[config.mk]
export PLATFORM = sky130hd
export DESIGN_NAME = i2cs_regport
export DESIGN_NICKNAME = d
export VERILOG_FILES = /design/src/rtl/i2cs_pkg.sv /design/src/rtl/i2cs_busmon.sv /design/src/rtl/i2cs_shreg.sv /design/src/rtl/i2cs_regport.sv
export SDC_FILE = /design/constraint.sdc
export NUM_CORES = 1
export LEC_CHECK = 0
export ABC_AREA = 0
export CAP_MARGIN = 40
export CORE_MARGIN = 2
export CORE_UTILIZATION = 45
export DETAILED_ROUTE_END_ITERATION = 6
export GPL_ROUTABILITY_DRIVEN = 0
export PLACE_DENSITY = 0.75
export SETUP_SLACK_MARGIN = 0.4
export SKIP_LAST_GASP = 1
export SYNTH_ARGS = -nofsm -noshare
export SYNTH_HDL_FRONTEND = slang
export SYNTH_HIERARCHICAL = 1
export SYNTH_SLANG_ARGS = --single-unit
[constraint.sdc]
create_clock -name clk -period 2.3 [get_ports clk]
set_input_delay 0.46 -clock clk [delete_from_list [all_inputs] [get_ports clk]]
set_output_delay 0.46 -clock clk [all_outputs]
set_load 0.02 [all_outputs]
[src/rtl/i2cs_pkg.sv]
package i2cs_pkg;
  localparam int BYTE_W = 8;

  typedef enum logic [3:0] {
    S_IDLE, S_ADDR, S_ADDR_ACK, S_SUB, S_SUB_ACK,
    S_WR, S_WR_ACK, S_RD, S_RD_ACK
  } tgt_state_t;
endpackage

[src/rtl/i2cs_busmon.sv]
module i2cs_busmon #(
  parameter int SYNC_STAGES = 2
) (
  input  logic clk,
  input  logic rst_n,
  input  logic scl_i,
  input  logic sda_i,
  output logic sda_lvl,
  output logic scl_rise,
  output logic scl_fall,
  output logic bus_start,
  output logic bus_stop
);
  logic [SYNC_STAGES-1:0] scl_sr, sda_sr;
  logic scl_q, sda_q, scl_s, sda_s;

  assign scl_s = scl_sr[SYNC_STAGES-1];
  assign sda_s = sda_sr[SYNC_STAGES-1];

  always_ff @(posedge clk or negedge rst_n) begin
    if (!rst_n) begin
      scl_sr <= '1;
      sda_sr <= '1;
      scl_q  <= 1'b1;
      sda_q  <= 1'b1;
    end else begin
      scl_sr <= {scl_sr[SYNC_STAGES-2:0], scl_i};
      sda_sr <= {sda_sr[SYNC_STAGES-2:0], sda_i};
      scl_q  <= scl_s;
      sda_q  <= sda_s;
    end
  end

  assign sda_lvl   = sda_s;
  assign scl_rise  = scl_s & ~scl_q;
  assign scl_fall  = ~scl_s & scl_q;
  assign bus_start = scl_s & scl_q & sda_q & ~sda_s;
  assign bus_stop  = scl_s & scl_q & ~sda_q & sda_s;
endmodule

[src/rtl/i2cs_shreg.sv]
module i2cs_shreg #(
  parameter int W = 8
) (
  input  logic         clk,
  input  logic         rst_n,
  input  logic         clr,
  input  logic         load_en,
  input  logic [W-1:0] load_val,
  input  logic         rise_en,
  input  logic         rx_mode,
  input  logic         in_bit,
  input  logic         shift_out,
  output logic [W-1:0] data,
  output logic         full
);
  localparam int CW = $clog2(W);
  logic [CW-1:0] cnt;

  always_ff @(posedge clk or negedge rst_n) begin
    if (!rst_n) begin
      cnt  <= '0;
      full <= 1'b0;
      data <= '0;
    end else if (load_en) begin
      cnt  <= '0;
      full <= 1'b0;
      data <= load_val;
    end else if (clr) begin
      cnt  <= '0;
      full <= 1'b0;
    end else if (rise_en) begin
      cnt  <= cnt + 1'b1;
      full <= (cnt == CW'(W - 1));
      if (rx_mode) data <= {data[W-2:0], in_bit};
    end else if (shift_out) begin
      data <= {data[W-2:0], 1'b0};
    end
  end
endmodule

[src/rtl/i2cs_regport.sv]
module i2cs_regport
  import i2cs_pkg::*;
#(
  parameter logic [5:0] DEV_ADDR_HI = 6'b010101,
  parameter int         SYNC_STAGES = 2,
  parameter int         AW          = 8
) (
  input  logic              clk,
  input  logic              rst_n,
  input  logic              scl_i,
  input  logic              sda_i,
  input  logic              addr_sel,
  output logic              sda_oe,
  output logic              evt_start,
  output logic              evt_stop,
  output logic              wr_valid,
  output logic [AW-1:0]     wr_addr,
  output logic [BYTE_W-1:0] wr_data,
  output logic              rd_req,
  output logic [AW-1:0]     rd_addr,
  input  logic [BYTE_W-1:0] rd_data
);
  logic sda_lvl, scl_rise, scl_fall, bus_start, bus_stop;
  tgt_state_t state;
  logic [AW-1:0] sub;
  logic rw, mack, rd_pend;
  logic [BYTE_W-1:0] hold, sh_data;
  logic sh_full, sh_clr, sh_load, sh_rise, sh_shift, rx_state, ack_state;

  i2cs_busmon #(.SYNC_STAGES(SYNC_STAGES)) u_mon (
    .clk(clk), .rst_n(rst_n), .scl_i(scl_i), .sda_i(sda_i),
    .sda_lvl(sda_lvl), .scl_rise(scl_rise), .scl_fall(scl_fall),
    .bus_start(bus_start), .bus_stop(bus_stop)
  );

  assign rx_state  = (state == S_ADDR) || (state == S_SUB) || (state == S_WR);
  assign ack_state = (state == S_ADDR_ACK) || (state == S_SUB_ACK) || (state == S_WR_ACK);
  assign sh_clr    = bus_start | (scl_fall & (((state == S_ADDR_ACK) & ~rw) |
                     (state == S_SUB_ACK) | (state == S_WR_ACK)));
  assign sh_load   = scl_fall & (((state == S_ADDR_ACK) & rw) | ((state == S_RD_ACK) & mack));
  assign sh_rise   = scl_rise & (rx_state | (state == S_RD));
  assign sh_shift  = scl_fall & (state == S_RD) & ~sh_full;

  i2cs_shreg #(.W(BYTE_W)) u_sh (
    .clk(clk), .rst_n(rst_n), .clr(sh_clr), .load_en(sh_load), .load_val(hold),
    .rise_en(sh_rise), .rx_mode(rx_state), .in_bit(sda_lvl), .shift_out(sh_shift),
    .data(sh_data), .full(sh_full)
  );

  assign sda_oe = ack_state | ((state == S_RD) & ~sh_data[BYTE_W-1]);

  always_ff @(posedge clk or negedge rst_n) begin
    if (!rst_n) begin
      rd_pend <= 1'b0;
      hold    <= '0;
    end else begin
      rd_pend <= rd_req;
      if (rd_pend) hold <= rd_data;
    end
  end

  always_ff @(posedge clk or negedge rst_n) begin
    if (!rst_n) begin
      state     <= S_IDLE;
      sub       <= '0;
      rw        <= 1'b0;
      mack      <= 1'b0;
      evt_start <= 1'b0;
      evt_stop  <= 1'b0;
      wr_valid  <= 1'b0;
      wr_addr   <= '0;
      wr_data   <= '0;
      rd_req    <= 1'b0;
      rd_addr   <= '0;
    end else begin
      evt_start <= bus_start;
      evt_stop  <= bus_stop;
      wr_valid  <= 1'b0;
      rd_req    <= 1'b0;
      if (bus_start) begin
        state <= S_ADDR;
      end else if (bus_stop) begin
        state <= S_IDLE;
      end else begin
        unique case (state)
          S_ADDR: if (scl_fall && sh_full) begin
            if (sh_data[BYTE_W-1:1] == {DEV_ADDR_HI, addr_sel}) begin
              rw    <= sh_data[0];
              state <= S_ADDR_ACK;
              if (sh_data[0]) begin
                rd_req  <= 1'b1;
                rd_addr <= sub;
              end
            end else begin
              state <= S_IDLE;
            end
          end
          S_ADDR_ACK: if (scl_fall) begin
            if (rw) begin
              state <= S_RD;
              sub   <= sub + 1'b1;
            end else begin
              state <= S_SUB;
            end
          end
          S_SUB: if (scl_fall && sh_full) begin
            sub   <= sh_data[AW-1:0];
            state <= S_SUB_ACK;
          end
          S_SUB_ACK: if (scl_fall) state <= S_WR;
          S_WR: if (scl_fall && sh_full) begin
            wr_valid <= 1'b1;
            wr_addr  <= sub;
            wr_data  <= sh_data;
            sub      <= sub + 1'b1;
            state    <= S_WR_ACK;
          end
          S_WR_ACK: if (scl_fall) state <= S_WR;
          S_RD: if (scl_fall && sh_full) state <= S_RD_ACK;
          S_RD_ACK: begin
            if (scl_rise) begin
              mack <= ~sda_lvl;
              if (!sda_lvl) begin
                rd_req  <= 1'b1;
                rd_addr <= sub;
              end
            end else if (scl_fall) begin
              if (mack) begin
                state <= S_RD;
                sub   <= sub + 1'b1;
              end else begin
                state <= S_IDLE;
              end
            end
          end
          default: state <= S_IDLE;
        endcase
      end
    end
  end
endmodule

# Word-level counts from Yosys, hierarchy flattened
# Cells that the tools add are included.
dict set report totals {
  reg_bits 69
  out_inout_bits 29
  latch_bits 0
  ramBits 0
  in_bits 13
  mem_bits_ro 0
  mem_count 0
}
dict set report classes {
  n_bitwise 31
  order_cmp 0
  multipliers 0
  shifts 0
  add_sub_neg 2
  mux 51
  n_reduce_logical 17
  n_eq_ne 32
  div 0
}
# op count
set op_table {}
lappend op_table {{$mux W8} 17}
lappend op_table {{$mux W4} 10}
lappend op_table {{$pmux W8 S4} 1}
lappend op_table {{$pmux W4 S7} 1}
lappend op_table {{$and A1 B1 Y1} 16}
lappend op_table {{$eq A4 B3 Y1 const B} 4}
lappend op_table {{$ne A4 B3 Y1 const B} 4}
lappend op_table {{$pmux W8 S2} 1}
lappend op_table {{$reduce_and A8 Y1} 2}
lappend op_table {{$mux W3} 5}
lappend op_table {{$mux W1} 14}
lappend op_table {{$ne A2 B2 Y1 const B} 7}
lappend op_table {{$ne A2 B1 Y1 const B} 6}
lappend op_table {{$ne A4 B4 Y1 const B} 3}
lappend op_table {{$reduce_and A10 Y1} 1}
lappend op_table {{$not A1 Y1} 9}
lappend op_table {{$add A8 B1 Y8 const B} 1}
lappend op_table {{$eq A4 B2 Y1 const B} 2}
lappend op_table {{$reduce_and A4 Y1} 2}
lappend op_table {{$eq A7 B6 Y1} 1}
lappend op_table {{$or A1 B1 Y1} 6}
lappend op_table {{$reduce_bool A3 Y1} 2}
lappend op_table {{$reduce_and A5 Y1} 1}
lappend op_table {{$eq A4 B1 Y1 const B} 1}
lappend op_table {{13 further kinds} 16}

# Depth between registers and ports, before layout
# Gate-level depths: netlist (run 1).
dict set report logic_depth {
  depth_word 8
  ltp_mapped 8
  ltp_nobuf 7
}

# Cells and area by module
# Netlist (run 1), hierarchy kept.
# mod cells_each instances seq_area_each_um2 area_each_um2
set modules_own_cells {}
lappend modules_own_cells {i2cs_regport 230 1 1276.2 2546.2}
lappend modules_own_cells {i2cs_shreg 61 1 300.3 631.9}
lappend modules_own_cells {i2cs_busmon 10 1 157.7 190.2}

# Least setup slack after synthesis (run 1)
# Ideal clock, no wire load.
dict set report synth_path {
  path_kind {reg-to-reg}
  start {register u_mon.scl_q}
  end {register rd_addr[0]}
  setup_slack_ps 220
  synth_period_minus_slack_ps 2080
  setup_time_ps 128
  stages_incl_launch_ff 8
  path_buffers 2
  arrival_ps 1953
  cell_sequence {dfstp_2 nor2b_1 buf_1 nand3_1 o21ai_1 and4_1 buf_2 mux2_1}
}
dict set report synth_between {
  elab_cells_between_ends 14
}
# element line
set synth_rtl {}
lappend synth_rtl {{from (decl)} i2cs_busmon.sv:15} ;# logic scl_q, sda_q, scl_s, sda_s;
lappend synth_rtl {{from (signal assigned)} i2cs_busmon.sv:29} ;# scl_q <= scl_s;
lappend synth_rtl {{$and A1 B1 Y1} i2cs_busmon.sv:36} ;# assign scl_fall = ~scl_s & scl_q;
lappend synth_rtl {{via scl_fall} i2cs_regport.sv:23} ;# logic sda_lvl, scl_rise, scl_fall, bus_start, bus_stop;
lappend synth_rtl {{$logic_and A1 B1 Y1} i2cs_regport.sv:86} ;# S_ADDR: if (scl_fall && sh_full) begin
lappend synth_rtl {{$ne A2 B1 Y1 (no source line)} n/a}
lappend synth_rtl {{$reduce_and A8 Y1 (no source line)} n/a}
lappend synth_rtl {{to (signal assigned)} i2cs_regport.sv:92} ;# rd_addr <= sub;
lappend synth_rtl {{to (signal assigned)} i2cs_regport.sv:125} ;# rd_addr <= sub;
lappend synth_rtl {{to (decl)} i2cs_regport.sv:20} ;# output logic [AW-1:0] rd_addr,
# The timed path passes the listed nets, and every way through them passes these cells.
# A chain may end at the register's enable or synchronous reset.

# Worst setup path after layout (run 1)
dict set report layout_path {
  start {register u_mon.scl_sr[1]}
  end {register state[3]}
}
dict set report layout_between {
  elab_chain_cells 5
  elab_cells_between_ends 20
}
# element line
set layout_lines {}
lappend layout_lines {{from (decl)} i2cs_busmon.sv:14} ;# logic [SYNC_STAGES-1:0] scl_sr, sda_sr;
lappend layout_lines {{from (signal assigned)} i2cs_busmon.sv:27} ;# scl_sr <= {scl_sr[SYNC_STAGES-2:0], scl_i};
lappend layout_lines {{$not A1 Y1 *} i2cs_busmon.sv:36}
lappend layout_lines {{$and A1 B1 Y1 *} i2cs_busmon.sv:36}
lappend layout_lines {{via scl_fall} i2cs_regport.sv:23}
lappend layout_lines {{$logic_and A1 B1 Y1} n/a}
lappend layout_lines {{$ne A4 B3 Y1 (no source line)} n/a}
lappend layout_lines {{$reduce_and A8 Y1 (no source line) *} n/a}
lappend layout_lines {{to (signal assigned)} i2cs_regport.sv:89} ;# state <= S_ADDR_ACK;
lappend layout_lines {{to (signal assigned)} i2cs_regport.sv:108} ;# state <= S_SUB_ACK;
lappend layout_lines {{to (signal assigned)} i2cs_regport.sv:119} ;# S_RD: if (scl_fall && sh_full) state <= S_RD_ACK;
lappend layout_lines {{to (decl)} i2cs_regport.sv:24} ;# tgt_state_t state;
# Mark *: on every way through the listed nets, which the timed path passes. The rest lies on a longest branch.

==> parameters.txt, run 1 <==
Parameter                              Value

CTS
  Number of hold-repair buffers added at the cts stage ... 0
  Deepest level of the CTS H-tree ... 3
  Number of buffers added by the clock tree synthesis step ... 9
  Total clock sinks ... 69
  Insertion delay of the later-clocked pin in the worst-skew pair ... 0.35 ns
  Root Buffer ... sky130_fd_sc_hd__clkbuf_8
  Clock Path Buffers ... 2
  CTS tree ... done
  CTS clk-pin slew, worst paths ... 0.08 ns

Global routing
  Pin count of the biggest net entering global routing ... 70
  Total routing resource utilization after global routing ... 19.3%
  Wire length of the first global-routing pass ... 12500 µm
  Antenna violations before repair ... 0
  GRT overflow ... 0
  Number of global-route vias before repair ... 2596

Die
  DIE AREA ... 8190 µm²
  Number of rows in the core area ... 31
  Starting utilization of the core area ... 46.4%
  Core box area ... 7250 µm²
  Floorplan die height ... 90.5 µm
  Die W ... 90.5 µm
  Io pins ... 42

Worst setup path
  CP arrival ... 2.17 ns
  Endpoint class of the critical path ... flop
  Critical path type ... flop to flop
  Cell type group with the largest total delay on the critical path ... flip-flops
  Crit path top cell by count ... sky130_fd_sc_hd__buf_6
  Largest fanout of any net on the critical path ... 5
  Critical path required time ... 2.54 ns
  Startpoint Class ... flop
  Crit-path cells ... nor2b_4 > buf_6 > nor3b_4 > a31oi_4 > o31ai_4 > buf_6 > mux2i_2 > nor3_2
  Slowest cell delay on critical path ... 0.59 ns
  Slowest stage cell, crit path ... sky130_fd_sc_hd__dfstp_2
  Critical path buffer and inverter count ... 2

Worst hold path
  Type of the tightest min-delay check ... input pin to asynchronous set/reset pin

STA
  Final TNS setup ... 0 ns
  Final Hold Viols ... 0
  Worst setup skew after layout ... 0.00957 ns
  Tightest hold margin ... 0.108 ns
  Peak clock frequency supported by timing ... 0.516 GHz
  Final Critical Period ... 1.94 ns
  Slew @ Worst Pin ... 0.438 ns
  Relative max-transition margin ... 70.8%
  Number of setup violations in the final report ... 0
  Number of pins exceeding their max-slew limit in the final report ... 0
  Final worst path period share ... 84.3%
  RSZ-0062 raised after global routing ... yes

Route
  DR vias ... 2705
  Count of routing violations after the opening detailed-route iteration ... 241
  Detailed-route DRC error count ... 0
  Post-route antenna net violation count ... 0
  First drt pass iteration count ... 4
  WL final ... 7740 µm
  Routed len/inst ... 16.2 µm
  Per-cell via count in the routed design ... 5.66

Run status
  Outcome ... finished clean

Cells and area
  Layout Area Growth over Synthesis ... 37.1%
  Highest-count cells in the layout ignoring fill and taps ... sky130_fd_sc_hd__dfrtp_1 (55), sky130_fd_sc_hd__clkdlybuf4s50_1 (39), sky130_fd_sc_hd__buf_4 (25)
  Commonest non-fill, non-tap cell in the layout ... sky130_fd_sc_hd__dfrtp_1
  Number of nets in the layout ... 390
  Antenna fix cells ... 0
  Filler cell count in the final layout ... 530
  Non-filler cells in the finished layout ... 478
  Share of final-layout standard cells stronger than drive strength 1 ... 37.5%

Pwr
  Internal power component ... 2.79 mW
  Pwr dens ... 944 nW/µm²
  Relative contribution of the clock network to total power ... 25.2%
  Static Leakage ... 2.01 nW
  Share of power burned in combinational logic ... 35.6%
  Net switching share of the total power ... 36.0%
  Psw ... 1.57 mW
  Share of total power in sequential cells ... 39.2%
  Worst supply voltage drop on vdd ... 0.000405 V

Yosys
  Seq cells post-synth ... 69
  Top FF cell, synth ... sky130_fd_sc_hd__dfrtp_1
  Number of synthesized flops with an enable pin ... 0
  Sequential area share after synthesis ... 51.5%
  Yosys Warn Count ... 6
  Synthesized instance count ... 301
  Count of distinct cell types in the synthesized netlist ... 55
  Cell Area, Synth ... 3370 µm²
  Share of synthesized registers carrying an async set or reset ... 100%
  Synthesized net count ... 317
  Avg Cell Area, Syn ... 11.2 µm²

Place
  Placed cell count ... 441
  DPL Wire Length ... 4800 µm
  Port Buffer Count ... 41

Run
  Max-cap viol count ... 0
==> cells in the mapped netlist, types with 2 or more instances <==
library cell	n	area share (%)
sky130_fd_sc_hd__a21oi_1	24	3.6
sky130_fd_sc_hd__a21oi_2	3	0.78
sky130_fd_sc_hd__a31oi_1	9	1.7
sky130_fd_sc_hd__and3_1	3	0.56
sky130_fd_sc_hd__and4b_1	2	0.59
sky130_fd_sc_hd__buf_2	6	0.89
sky130_fd_sc_hd__buf_6	3	1.0
sky130_fd_sc_hd__clkbuf_1	6	0.67
sky130_fd_sc_hd__dfrtp_1	63	47
sky130_fd_sc_hd__dfstp_2	6	4.7
sky130_fd_sc_hd__ha_1	3	1.1
sky130_fd_sc_hd__inv_1	10	1.1
sky130_fd_sc_hd__mux2_1	15	5.0
sky130_fd_sc_hd__mux2_2	16	5.3
sky130_fd_sc_hd__mux2i_1	6	1.8
sky130_fd_sc_hd__nand2_1	22	2.5
sky130_fd_sc_hd__nand2b_1	3	0.56
sky130_fd_sc_hd__nand3_1	12	1.8
sky130_fd_sc_hd__nand4_1	4	0.74
sky130_fd_sc_hd__nor2_1	12	1.3
sky130_fd_sc_hd__nor2b_1	13	2.4
sky130_fd_sc_hd__nor3_1	7	1.0
sky130_fd_sc_hd__nor4b_2	2	0.89
sky130_fd_sc_hd__o21ai_0	15	2.2
sky130_fd_sc_hd__o21ai_1	3	0.45
sky130_fd_sc_hd__o22ai_1	3	0.56
sky130_fd_sc_hd__xnor2_1	2	0.52
==> stage by stage <==
stage                     area, µm²  power [mW]  utilization [%]  setup WS [ns]
after floorplan                3380        2.47                -          0.423
after global placement         3950        2.85             54.5          0.146
after detailed placement       3950        2.90             54.5          0.123
after CTS                      4320        4.13             59.6          0.386
after global routing           4620        4.59             63.7          0.283
final                          4620        4.36             63.7          0.361
==> power by group through the flow <==
stage / Sequential, mW / Clock, mW / Combinational [mW]
final: 1.71 / 1.10 / 1.55
after global routing: 1.73 / 1.19 / 1.67
after CTS: 1.67 / 1.12 / 1.34
after detailed placement: 1.69 / 0 / 1.20
after global placement: 1.69 / 0 / 1.16
after floorplan: 1.62 / 0 / 0.855
==> repair_timing <==
item                                    in CTS  in global routing
pin swaps                                    4                 14
endpoints found under the setup margin      43                 36
buffers inserted                            11                  9
gates resized for setup                     23                 53
hold endpoints to repair                     0                  0
cloned                                       0                  1
==> routing by layer <==
metal,GRT usage [%],wire length [µm],vias up
li1,-,-,1244
met5,0,0,-
met3,4.34,413,17
met2,30.5,3670,110
met1,24.9,3460,1334
met4,9.74,201,0
==> cell type report <==
cell class              instances  area [µm²]  share of cell area, %
multi-input cells             205        1730                   37.6
well taps                      99         124                   2.68
clock buffers                   9         124                   2.68
repair buffers                 79         752                   16.3
inverters                      10        40.0                  0.867
flip-flops and latches         69        1740                   37.8
clock inverters                 7        98.8                   2.14
==> flip-flops by register name, indices dropped and copies added (netlist names), 2 cells and up <==
| signal | cells |
|---|---|
| wr_data | 8 |
| u_mon/scl_sr | 2 |
| u_sh/cnt | 3 |
| wr_addr | 8 |
| sub | 8 |
| rd_addr | 8 |
| u_sh/data | 8 |
| u_mon/sda_sr | 2 |
| hold | 8 |
| state | 4 |
==> kinds of logic (layout without fill, tap and decap cells) <==
kind of cell,after synthesis,count (layout),share of synthesized area (%)
compound gates,71,71,14.1
fa+ha+maj,3,3,1.11
xor+xnor,3,3,0.780
buf+inv,27,105,4.01
mux,39,39,13.3
flops,69,69,51.5
simple gates,89,89,15.2
==> path summary, 6_finish.rpt <==
kind                                      startpoint                        end  slack [ns]  cells past startpoint
max                        u_mon/scl_sr[1]$_DFF_PN1_       state[3]$_DFFE_PN0P_        0.36                      8
min                                            rst_n        evt_start$_DFF_PN0_        0.11                      2
max reg2reg                u_mon/scl_sr[1]$_DFF_PN1_       state[3]$_DFFE_PN0P_        0.36                      8
min reg2reg                u_mon/sda_sr[0]$_DFF_PN1_  u_mon/sda_sr[1]$_DFF_PN1_        0.36                      0
max in group asynchronous                      rst_n       state[2]$_DFFE_PN0P_        1.86                      2
min in group clk           u_mon/sda_sr[0]$_DFF_PN1_  u_mon/sda_sr[1]$_DFF_PN1_        0.36                      0
No activity file was read; power rests on OpenSTA's default activity.
==> inputs of run 2 (changes only) <==
- PLACE_DENSITY: 0.75 -> 0.77
- clock period: 2.3 -> 1.6 ns (I/O delays scaled with it)
==> run 2 against run 1 <==
Net effect: the run now ends with negative setup slack left; maximum frequency up 0.79%; first-iteration DRC count down 22%; flip-flop and latch count unchanged; via count up 13%; hold slack better by 0.25 ns; largest cell class is now multi-input gates; largest power group is now combinational cells.
==> parameters.txt, run 2 (synthesized netlist as in run 1, its figures left out) <==
Parameter                              Value

STA
  Number of pins exceeding their max-slew limit in the final report ... 0 (unchanged)
  Final worst path period share ... 120% (+36 points)
  Peak clock frequency supported by timing ... 0.520 GHz (+0.79%)
  Final Critical Period ... 1.92 ns (-0.0152 ns)
  PnR worst setup slack ... -0.324 ns (-0.685 ns)
  Final Hold Viols ... 0 (unchanged)
  Number of setup violations in the final report ... 51 (+51)
  Relative max-transition margin ... 74.9% (+4.2 points)
  Slew @ Worst Pin ... 0.368 ns (-0.0705 ns)
  Worst setup skew after layout ... 0.00926 ns (-0.000309 ns)
  RSZ-0062 raised after global routing ... yes

Run
  Max-cap viol count ... 0 (unchanged)

CTS
  Number of buffers added by the clock tree synthesis step ... 9 (unchanged)
  Insertion delay of the later-clocked pin in the worst-skew pair ... 0.36 ns (about the same)
  Root Buffer ... sky130_fd_sc_hd__clkbuf_8
  Clock Path Buffers ... 2 (unchanged)
  CTS tree ... done
  CTS clk-pin slew, worst paths ... 0.08 ns (about the same)
  Total clock sinks ... 69 (unchanged)
  Deepest level of the CTS H-tree ... 3 (unchanged)

Worst setup path
  Critical path required time ... 1.85 ns (-0.69 ns)
  CP arrival ... 2.18 ns (about the same)
  Startpoint Class ... flop
  Source of the critical timing path ... state[3]$_DFFE_PN0P_
  Critical path type ... flop to flop
  Worst setup path endpoint ... sub[0]$_DFFE_PN0P_
  Largest fanout of any net on the critical path ... 7 (+2)
  Startpoint of the lowest-slack register-to-register path ... state[3]$_DFFE_PN0P_
  Cells on worst reg2reg path ... 7 (-1)
  Slack of the worst reg-to-reg path ... -0.32 ns (-0.68 ns)
  Endpoint class of the critical path ... flop
  Worst R2R End ... sub[0]$_DFFE_PN0P_

Pwr
  Net switching share of the total power ... 36.7% (+0.75 points)
  Pwr dens ... 1300 nW/µm² (+38%)
  Worst supply voltage drop on vdd ... 0.000660 V (+63%)
  Relative contribution of the clock network to total power ... 21.0% (-4.2 points)
  Static Leakage ... 2.56 nW (+27%)
  Share of total power in sequential cells ... 32.8% (-6.4 points)
  Internal power component ... 4.50 mW (+61%)
  Psw ... 2.62 mW (+67%)
  Pwr Total ... 7.12 mW (+63%)
  Share of power burned in combinational logic ... 46.2% (+11 points)

Die
  Floorplan die height ... 90.5 µm (unchanged)
  Starting utilization of the core area ... 46.4% (unchanged)
  Number of rows in the core area ... 31 (unchanged)
  DIE AREA ... 8190 µm² (unchanged)
  Io pins ... 42 (unchanged)
  Core box area ... 7250 µm² (unchanged)
  Die W ... 90.5 µm (unchanged)

Route
  Routed len/inst ... 17.9 µm (+11%)
  Detailed-route DRC error count ... 0 (unchanged)
  Post-route antenna net violation count ... 0 (unchanged)
  DR vias ... 3070 (+13%)
  WL final ... 9910 µm (+28%)
  Count of routing violations after the opening detailed-route iteration ... 189 (-22%)
  First drt pass iteration count ... 5 (+1)
  Per-cell via count in the routed design ... 5.56 (-1.7%)

Run status
  Outcome ... finished with violations
  Violations in the final reports ... negative setup slack

Global routing
  Total routing resource utilization after global routing ... 22.2% (+2.9 points)
  Antenna violations before repair ... 0 (unchanged)
  Pin count of the biggest net entering global routing ... 70 (unchanged)
  Number of global-route vias before repair ... 2907 (+12%)
  Wire length of the first global-routing pass ... 14400 µm (+15%)
  GRT overflow ... 0 (unchanged)

Place
  DPL Wire Length ... 5510 µm (+15%)
  Total cell area at the placement stage ... 4470 µm² (+13%)
  Worst setup slack after placement ... -0.471 ns (-0.594 ns)
  Port Buffer Count ... 41 (unchanged)

Cells and area
  Number of nets in the layout ... 464 (+19%)
  Antenna fix cells ... 0 (unchanged)
  Filler cell count in the final layout ... 444 (-16%)
  Total non-filler cell area in the finished layout ... 5470 µm² (+18%)
  Final core utilization ... 75.4% (+12 points)
  Share of final-layout standard cells stronger than drive strength 1 ... 58.7% (+21 points)
  Layout Area Growth over Synthesis ... 62.4%
  Commonest non-fill, non-tap cell in the layout ... sky130_fd_sc_hd__buf_4
  Highest-count cells in the layout ignoring fill and taps ... sky130_fd_sc_hd__buf_4 (82), sky130_fd_sc_hd__dfrtp_1 (60), sky130_fd_sc_hd__buf_6 (50)

Worst hold path
  Type of the tightest min-delay check ... input pin to flop
==> run 2: cell types whose count changed in the layout (fill, tap and decap cells not counted), sizes merged <==
cell           previous run  this run
clkdlybuf4s50            39        11
clkinvlp                  1         3
dlygate4sd3               0         1
clkbuf                    9        10
buf                      40       141
bufinv                    2         1
inv                      11        12
clkinv                    3         0
==> run 2: routing by layer <==
| metal | part of all wire (%) | up-vias | wire length [µm] | track usage (%) |
|---|---|---|---|---|
| met5 | 0 | - | 0 | 0 |
| met4 | 2.8 | 0 | 277 | 10.6 |
| met3 | 4.1 | 28 | 411 | 4.09 |
| met2 | 52 | 120 | 5130 | 37.3 |
| met1 | 41 | 1534 | 4090 | 27.7 |
| li1 | - | 1388 | - | - |
==> run 2: area by class of cell <==
| type | instances | area [µm²] | share of cell area [%] |
|---|---|---|---|
| tap | 99 | 124 | 2.26 |
| clock inverter | 6 | 70.1 | 1.28 |
| clock buffer | 10 | 138 | 2.52 |
| timing repair buffer | 153 | 1460 | 26.6 |
| sequential | 69 | 1740 | 31.8 |
| inverter | 10 | 40.0 | 0.732 |
| multi-input combinational | 205 | 1900 | 34.8 |
==> run 2: worst max-delay path, cell delays in order, from the launching register on <==
cell and delay [ns]:
sky130_fd_sc_hd__dfrtp_2 0.44, sky130_fd_sc_hd__or4b_4 0.57, sky130_fd_sc_hd__o2bb2ai_4 0.17, sky130_fd_sc_hd__a211oi_4 0.05
sky130_fd_sc_hd__buf_4 0.16, sky130_fd_sc_hd__buf_6 0.12, sky130_fd_sc_hd__buf_16 0.13, sky130_fd_sc_hd__a22o_1 0.17
==> run 2: worst min-delay path by stage <==
stage          slack, ns                       from                        end  cells past startpoint
3_5_place_dp        0.35  u_mon/scl_sr[0]$_DFF_PN1_  u_mon/scl_sr[1]$_DFF_PN1_                      0
2_1_floorplan       0.02                      rst_n        evt_start$_DFF_PN0_                      0
3_3_place_gp        0.35  u_mon/scl_sr[0]$_DFF_PN1_  u_mon/scl_sr[1]$_DFF_PN1_                      0
5_1_grt             0.35                      scl_i  u_mon/scl_sr[0]$_DFF_PN1_                      1
6_report            0.36                      sda_i  u_mon/sda_sr[0]$_DFF_PN1_                      1
4_1_cts             0.35                      sda_i  u_mon/sda_sr[0]$_DFF_PN1_                      1
==> run 2: stage by stage <==
step | hold WS [ns] | instances | TNS (ns)
3_3_place_gp | 0.346 | 486 | -8.68
6_report | 0.356 | 552 | -11.48
4_1_cts | 0.346 | 531 | -8.93
5_1_grt | 0.353 | 552 | -13.32
3_5_place_dp | 0.348 | 486 | -10.25
2_1_floorplan | 0.0244 | 301 | -4.94
==> run 2: power by group through the flow <==
| stage | logic, mW | registers, mW | clock network [mW] |
|---|---|---|---|
| 4_1_cts | 2.89 | 2.32 | 1.51 |
| 2_1_floorplan | 1.39 | 2.34 | 0 |
| 6_report | 3.29 | 2.34 | 1.49 |
| 3_3_place_gp | 2.38 | 2.30 | 0 |
| 5_1_grt | 3.47 | 2.37 | 1.60 |
| 3_5_place_dp | 2.45 | 2.33 | 0 |
==> run 2: repair_timing <==
item | 4_1_cts | 5_1_grt
pin swaps | 19 | 19
setup buffers | 26 | 19
hold endpoints to repair | 58 | 0
endpoints found under the setup margin | 81 | 80
hold buffers | 1 | 0
cloned | 2 | 2
resized for setup | 228 | 37
